==> src/rtl/branch_target_buffer.sv <==
module branch_target_buffer #(
  parameter int ENTRIES     = 8,
  parameter int PC_W        = 32,
  parameter int INSTR_BYTES = 4
) (
  input  logic            clk,
  input  logic            rst_n,
  input  logic [PC_W-1:0] fetch_pc,
  output logic            fetch_hit,
  output logic            fetch_taken,
  output logic [PC_W-1:0] fetch_next_pc,
  input  logic            res_valid,
  input  logic [PC_W-1:0] res_pc,
  input  logic            res_taken,
  input  logic [PC_W-1:0] res_target,
  input  logic            res_mispredict,
  output logic            flush,
  output logic [PC_W-1:0] redirect_pc
);

  localparam int IDX_W = (ENTRIES > 1) ? $clog2(ENTRIES) : 1;
  localparam logic [PC_W-1:0] STEP = PC_W'(INSTR_BYTES);
  localparam logic [IDX_W-1:0] LAST = IDX_W'(ENTRIES - 1);

  logic [ENTRIES-1:0] vld;
  logic [PC_W-1:0]    tag_q [ENTRIES];
  logic [PC_W-1:0]    tgt_q [ENTRIES];
  logic [1:0]         ctr_q [ENTRIES];
  logic [IDX_W-1:0]   rr_q;

  logic [ENTRIES-1:0] f_match, r_match;
  logic [IDX_W-1:0]   f_idx, r_idx, free_idx, alloc_idx;
  logic               r_hit, any_free;

  for (genvar g = 0; g < ENTRIES; g++) begin : g_cmp
    assign f_match[g] = vld[g] && (tag_q[g] == fetch_pc);
    assign r_match[g] = vld[g] && (tag_q[g] == res_pc);
  end

  always_comb begin
    f_idx    = '0;
    r_idx    = '0;
    free_idx = '0;
    for (int i = 0; i < ENTRIES; i++) begin
      if (f_match[i]) f_idx = IDX_W'(i);
      if (r_match[i]) r_idx = IDX_W'(i);
    end
    for (int i = ENTRIES - 1; i >= 0; i--)
      if (!vld[i]) free_idx = IDX_W'(i);
  end

  assign r_hit     = |r_match;
  assign any_free  = ~&vld;
  assign alloc_idx = any_free ? free_idx : rr_q;

  assign fetch_hit     = |f_match;
  assign fetch_taken   = fetch_hit && ctr_q[f_idx][1];
  assign fetch_next_pc = fetch_taken ? tgt_q[f_idx] : fetch_pc + STEP;

  always_ff @(posedge clk or negedge rst_n) begin
    if (!rst_n) begin
      vld         <= '0;
      rr_q        <= '0;
      flush       <= 1'b0;
      redirect_pc <= '0;
      for (int i = 0; i < ENTRIES; i++) begin
        tag_q[i] <= '0;
        tgt_q[i] <= '0;
        ctr_q[i] <= 2'b00;
      end
    end else begin
      flush <= res_valid && res_mispredict;
      if (res_valid && res_mispredict)
        redirect_pc <= res_taken ? res_target : res_pc + STEP;
      if (res_valid) begin
        if (r_hit) begin
          if (res_taken) begin
            tgt_q[r_idx] <= res_target;
            if (ctr_q[r_idx] != 2'b11) ctr_q[r_idx] <= ctr_q[r_idx] + 2'b01;
          end else if (res_mispredict) begin
            vld[r_idx] <= 1'b0;
          end else if (ctr_q[r_idx] != 2'b00) begin
            ctr_q[r_idx] <= ctr_q[r_idx] - 2'b01;
          end
        end else if (res_taken) begin
          vld[alloc_idx]   <= 1'b1;
          tag_q[alloc_idx] <= res_pc;
          tgt_q[alloc_idx] <= res_target;
          ctr_q[alloc_idx] <= 2'b10;
          if (!any_free) rr_q <= (rr_q == LAST) ? '0 : rr_q + 1'b1;
        end
      end
    end
  end

  a_r9_flush_follows: assert property (@(posedge clk) disable iff (!rst_n)
    (res_valid && res_mispredict) |=> flush);

  a_r12_no_spurious_flush: assert property (@(posedge clk) disable iff (!rst_n)
    !(res_valid && res_mispredict) |=> !flush);

  a_r9_redirect_taken: assert property (@(posedge clk) disable iff (!rst_n)
    (res_valid && res_mispredict && res_taken) |=> (redirect_pc == $past(res_target)));

  a_r2_taken_needs_hit: assert property (@(posedge clk) disable iff (!rst_n)
    fetch_taken |-> fetch_hit);

  a_r3_sequential: assert property (@(posedge clk) disable iff (!rst_n)
    !fetch_taken |-> (fetch_next_pc == fetch_pc + STEP));

  a_r10_unique_match: assert property (@(posedge clk) disable iff (!rst_n)
    $onehot0(f_match));

  a_r5_no_alloc: assert property (@(posedge clk) disable iff (!rst_n)
    (res_valid && !res_taken && !r_hit) |=> $stable(vld));

  a_r7_delete: assert property (@(posedge clk) disable iff (!rst_n)
    (res_valid && r_hit && !res_taken && res_mispredict)
      |=> ($countones(vld) == $countones($past(vld)) - 1));

endmodule

==> config.mk <==
export PLATFORM = sky130hd
export DESIGN_NAME = branch_target_buffer
export DESIGN_NICKNAME = d
export VERILOG_FILES = /design/src/rtl/branch_target_buffer.sv
export SDC_FILE = /design/constraint.sdc
export NUM_CORES = 2
export LEC_CHECK = 0
export BUFFER_PORTS_ARGS = -buffer_cell sky130_fd_sc_hd__buf_2
export CAP_MARGIN = 20
export CORE_ASPECT_RATIO = 1.5
export CORE_MARGIN = 2
export CORE_UTILIZATION = 52
export CTS_CLUSTER_DIAMETER = 40
export DETAILED_ROUTE_END_ITERATION = 10
export PLACE_DENSITY = 0.69
export SLEW_MARGIN = 20
export SYNTH_ARGS = -nofsm -noshare
export SYNTH_HDL_FRONTEND = slang
export SYNTH_SLANG_ARGS = --single-unit
==> constraint.sdc <==
create_clock -name clk -period 6.7 [get_ports clk]
set_input_delay 1.34 -clock clk [delete_from_list [all_inputs] [get_ports clk]]
set_output_delay 1.34 -clock clk [all_outputs]
set_load 0.01 [all_outputs]
# Word level (Yosys, flattened, before mapping)
# Index checks and enable logic that the tools add are counted.
[totals]
ram_bits = 0
reg_bits = 572
input_bits = 101
latch_bits = 0
rom_bits = 0
memories = 0
[op_classes]
bitwise = 10
n_mux = 65
mul = 0
n_reduce_logical = 34
add_sub_neg = 5
n_eq_ne = 21
magnitude_cmp = 9
div_mod_pow = 0
shift = 0
[op_table]
columns = ["cell", "n"]
rows = [
  ["$bwmux 256", 3],
  ["$mux 256", 3],
  ["$eq 32x32->1", 16],
  ["$demux 32 s3", 2],
  ["$mux 32", 6],
  ["$bmux 32 s3", 1],
  ["$mux 16", 6],
  ["$add 32x3->32 const B", 2],
  ["$mux 3", 21],
  ["$bwmux 16", 2],
  ["$mux 8", 4],
  ["$logic_and 1x1->1", 22],
  ["$and 8x8->8", 2],
  ["$not 8->8", 2],
  ["$or 8x8->8", 2],
  ["$reduce_or 8->1", 2],
  ["$mux 2", 7],
  ["$bmux 2 s3", 2],
  ["$demux 2 s3", 2],
  ["$ge 4x4->1 const B", 3],
  ["$not 3->4", 3],
  ["$reduce_and 11->1", 1],
  ["$lt 3x4->1 const B", 2],
  ["$lt 4x1->1 const B", 2],
  ["other kinds (16)", 26],
]

# Depth between registers and ports, before layout
[depth]
ltp_word = 19
mapped_depth = 21
ltp_nobuf = 17

# Least setup slack after synthesis
# OpenSTA, ideal clock, no wires.
[synth_path]
kind = "input port to output port"
start = "input port fetch_pc[25]"
end = "output port fetch_next_pc[10]"
stages = 12
required_ns = 5.360
slack_ns = 0.922
arrival_ns = 4.438
path_cell_list = "buf_2 -> xor2_1 -> nor4b_2 -> nand4_1 -> or4_4 -> o211a_4 -> a21oi_2 -> mux2i_1 -> a211oi_4 -> nor4_4 -> buf_6 -> mux2_4"
[synth_via]
elab_chain_cells = 15
word_cells_on_any_way = 33
classes_between = "eq/ne: 8; mux: 14; bitwise: 1; reduce/logical: 10"
[synth_rtl]
columns = ["item", "line", "source"]
rows = [
  ["from (decl)", "8", "input logic [PC_W-1:0] fetch_pc,"],
  ["$eq 32x32->1", "36", "assign f_match[g] = vld[g] && (tag_q[g] == fetch_pc);"],
  ["$logic_and 1x1->1", "36", ""],
  ["$mux 1", "45", "if (f_match[i]) f_idx = IDX_W'(i);"],
  ["$mux 2", "45", ""],
  ["$mux 3 (5 in a row)", "45", ""],
  ["$not 3->4 (not written as such)", "57, 58", ""],
  ["$bmux 2 s3", "57", "assign fetch_taken = fetch_hit && ctr_q[f_idx][1];"],
  ["$mux 2 (not written as such) (2 in a row)", "57", ""],
  ["$logic_and 1x1->1", "57", ""],
  ["$mux 32 (*)", "58", "assign fetch_next_pc = fetch_taken ? tgt_q[f_idx] : fetch_pc + STEP;"],
  ["to (decl)", "11", "output logic [PC_W-1:0] fetch_next_pc,"],
]
# Mark *: on every way between the ends. The rest lies on a longest branch, timed or not. The select of a mux whose other input is x is not followed.

# Final worst setup path
[layout_path]
start = "input port fetch_pc[25]"
end = "output port fetch_next_pc[16]"
# Same word-level chain as after synthesis.

==> flow_summary.json <==
{
  "clkLatencyLatePin_ns": 0.65,
  "fin_crit_sh_pct": 98.8,
  "r2r_slack_ns": 0.99,
  "dr.pass1.iters": 6,
  "r2r.worst_path.cells": 16,
  "min_from": "redirect_pc[25]",
  "postCtsHoldBufs": 0,
  "max_stage_delay_ns": 0.69,
  "cap_violations": 0,
  "switching_power_uw": 5840,
  "rsz0062_at_grt": "false",
  "drtAntennaViolNets": 0,
  "synth.avg_cell_area_um2": 10.7,
  "nNetsFinal": 3470,
  "die_area_mm2": 0.0667,
  "crit_type": "in -> out",
  "yosys_most_used_dff": "dfrtp_1",
  "htree_levels": 3,
  "io_pins": 168,
  "synthXorXnorAreaFrac_pct": 14.7,
  "critPathSlowestCell": "or4_4",
  "yosysTopAreaCellShare_pct": 42.6,
  "r2r-end": "ctr_q[10]",
  "slew_headroom_pct": 28.5,
  "crit_required_ns": 5.36,
  "min_period_ns": 6.62,
  "power_leakage_uw": 0.0174,
  "synth-compound-area-share_pct": 5.17,
  "grt_usage_pct": 42.5,
  "powerDensity_mw_per_mm2": 405,
  "r2r_start": "vld[3]",
  "drtIter0Drc": 2904,
  "clock_skew_ns": 0.0184,
  "gp_congestion": 1.04,
  "portBuffers": 167,
  "initial_utilization_pct": 52.3,
  "grt_overflow": 0,
  "yosysSeqAreaShare_pct": 42.6,
  "core_mm2": 0.0642,
  "intPower_uw": 9950,
  "cts_tree": "done",
  "wl_mm": 141,
  "dp_hpwl_mm": 104,
  "synthArstFlopShare_pct": 100,
  "synth_seq_cells": 572,
  "yosys_warnings": 0,
  "synth_area_mm2": 0.0336,
  "via_per_inst": 6.54,
  "finalSetupViolations": 0,
  "tightest_slew_ns": 1.06,
  "drc": 0,
  "cts_made_buffers": 82,
  "endpoint": "fetch_next_pc[16]",
  "clockPowerShare_pct": 28.1,
  "yosysUniqueCellTypes": 80,
  "area_delta_synth_final_pct": 16.3,
  "seq_power_share_pct": 39.6,
  "cpMostUsedCell": "buf_2",
  "cts_buffer_depth": 3,
  "synth_fp_nets": 3241,
  "clkTransAtPathRegs_ns": 0.06,
  "critical_path_peak_fanout": 16,
  "layout-drive-gt1-share_pct": 30.7,
  "synth_fa_ha_area_share_pct": 0.224,
  "worstPathArrival_ns": 5.28,
  "grt_pass1_wl_mm": 200,
  "hp-class": "reg -> reg",
  "combPwrFrac_pct": 32.3,
  "synth_top_family_by_area": "multiplexers",
  "peakVddDrop_v": 0.000267,
  "grt_pass1_vias": 28600,
  "yosysTopAreaCell": "dfrtp_1",
  "yosys.area_share.simple_pct": 15.3,
  "routedWlPerCell_um": 33.1,
  "crit_chain": "buf_2 > xor2_1 > nor4b_2 > nand4_1 > or4_4 > o211a_4 > a21oi_2 > mux2i_1 > a211oi_4 > nor4_4 > buf_4 > mux2_4 > buf_2",
  "outcome": "completed",
  "die_y_um": 315,
  "finalHoldViolCount": 0,
  "setup.worst_path.start": "fetch_pc[25]",
  "cts-root-buf": "clkbuf_16",
  "synthTopCellsByArea": "dfrtp_1, mux2_2, xor2_1, xnor2_1, nor4_1",
  "rows": 114,
  "end_kind": "output port",
  "numClockSinks": 572,
  "die_width_um": 211,
  "yosys-top-cells-count": "dfrtp_1, mux2_2, xor2_1, nand2_1, xnor2_1",
  "synth_edf_count": 0,
  "yosysMostFrequentCell": "dfrtp_1",
  "finalSetupTns_ns": 0,
  "vias": 27800,
  "critPathLaunchType": "input port",
  "drv_slew": 0,
  "antenna_found_initial": 2,
  "switching_share_pct": 37.0,
  "muxShareOfSynthArea_pct": 18.5,
  "grt_max_degree": 171,
  "p_total_uw": 15800,
  "fmax_ghz": 0.151,
  "synth_cells": 3134,
  "final_core_util_pct": 60.8
}
==> power by group through the flow <==
stage / clock network, uW / logic (uW) / registers, uW
2_1_floorplan: 0 / 3610 / 5780
3_3_place_gp: 0 / 4920 / 6160
3_5_place_dp: 0 / 5000 / 6250
4_1_cts: 4470 / 5030 / 6200
5_1_grt: 4630 / 5460 / 6370
6_report: 4440 / 5090 / 6260
==> sequential cells by signal (all words and copies together) (netlist names) <==
name / flops
tag_q: 256
tgt_q: 256
flush: 1
ctr_q: 16
vld: 8
rr_q: 3
redirect_pc: 32
==> metal layers <==
layer	track usage, %	wire [um]
met5	0	25
met4	38.1	15200
met3	8.90	10100
met2	70.4	67200
met1	45.6	48000
==> area by class of cell <==
cell class,count,area [um^2]
Tap cell,812,1020
Multi-Input combinational cell,2306,18100
Inverter,37,139
Clock inverter,47,463
Clock buffer,103,2360
Fill cell,5439,25100
Timing Repair Buffer,364,2600
Sequential cell,572,14300
Antenna cell,2,5.00
==> how the worst min path moves through the flow <==
stage / to / slack, ns / depth (start not counted)
floorplan: ctr_q[6] / 0.44 / 2
global placement: ctr_q[2] / 0.46 / 2
detailed placement: ctr_q[14] / 0.46 / 2
CTS: ctr_q[14] / 0.48 / 2
global route: redirect_pc[24] / 0.51 / 2
finish: redirect_pc[25] / 0.47 / 2
==> cell families (layout without fill, tap and decap cells) <==
| logic type | Yosys count | count (layout) |
|---|---|---|
| AND/OR/NAND/NOR | 931 | 931 |
| flip-flops | 572 | 572 |
| AO/OA/AOI/OAI | 259 | 259 |
| adder cells (fa/ha/maj) | 6 | 6 |
| multiplexers | 548 | 548 |
| other | 0 | 2 |
| XOR/XNOR | 562 | 562 |
| buffers and inverters | 256 | 551 |
==> cell usage in the layout, fill, tap and decap left out, types with 55 or more instances in the layout <==
| cell type | netlist | final |
|---|---|---|
| buf_4 | 18 | 175 |
| buf_2 | 113 | 165 |
| nor3_1 | 120 | 120 |
| o21ai_0 | 94 | 94 |
| dfrtp_1 | 572 | 572 |
| clkbuf_16 | 0 | 87 |
| nor2_1 | 105 | 104 |
| nand3_1 | 55 | 55 |
| xnor2_1 | 192 | 192 |
| xor2_1 | 370 | 370 |
| nand2_1 | 201 | 195 |
| nor4_1 | 183 | 180 |
| mux2_2 | 479 | 479 |
| nand4_1 | 95 | 95 |
==> worst max-delay path, delay by kind of cell <==
| family | cells | cell delay (ns) |
|---|---|---|
| and+or+nand+nor | 4 | 1.49 |
| AOI/OAI and AO/OA | 3 | 0.61 |
| buffers and inverters | 3 | 0.91 |
| xor gates and xnor gates | 1 | 0.20 |
| muxes | 2 | 0.67 |
==> metrics by stage <==
| stage | worst slack (ns) | area, um^2 | cells | hold WS [ns] |
|---|---|---|---|---|
| 4_1_cts | 0.155 | 39000 | 4241 | 0.477 |
| 5_1_grt | 0.00786 | 39000 | 4241 | 0.510 |
| 3_3_place_gp | 0.285 | 36200 | 4091 | 0.460 |
| 6_report | 0.0825 | 39000 | 4243 | 0.473 |
| 3_5_place_dp | 0.172 | 36200 | 4091 | 0.465 |
| 2_1_floorplan | 0.922 | 33600 | 3134 | 0.441 |
==> what timing repair did <==
item | 4_1_cts | 5_1_grt
hold endpoints to repair | 0 | 0
endpoints found under the setup margin | 0 | 14
setup buffers | 0 | 0
resized for setup | 0 | 1
(Power assumes the default switching activity.)
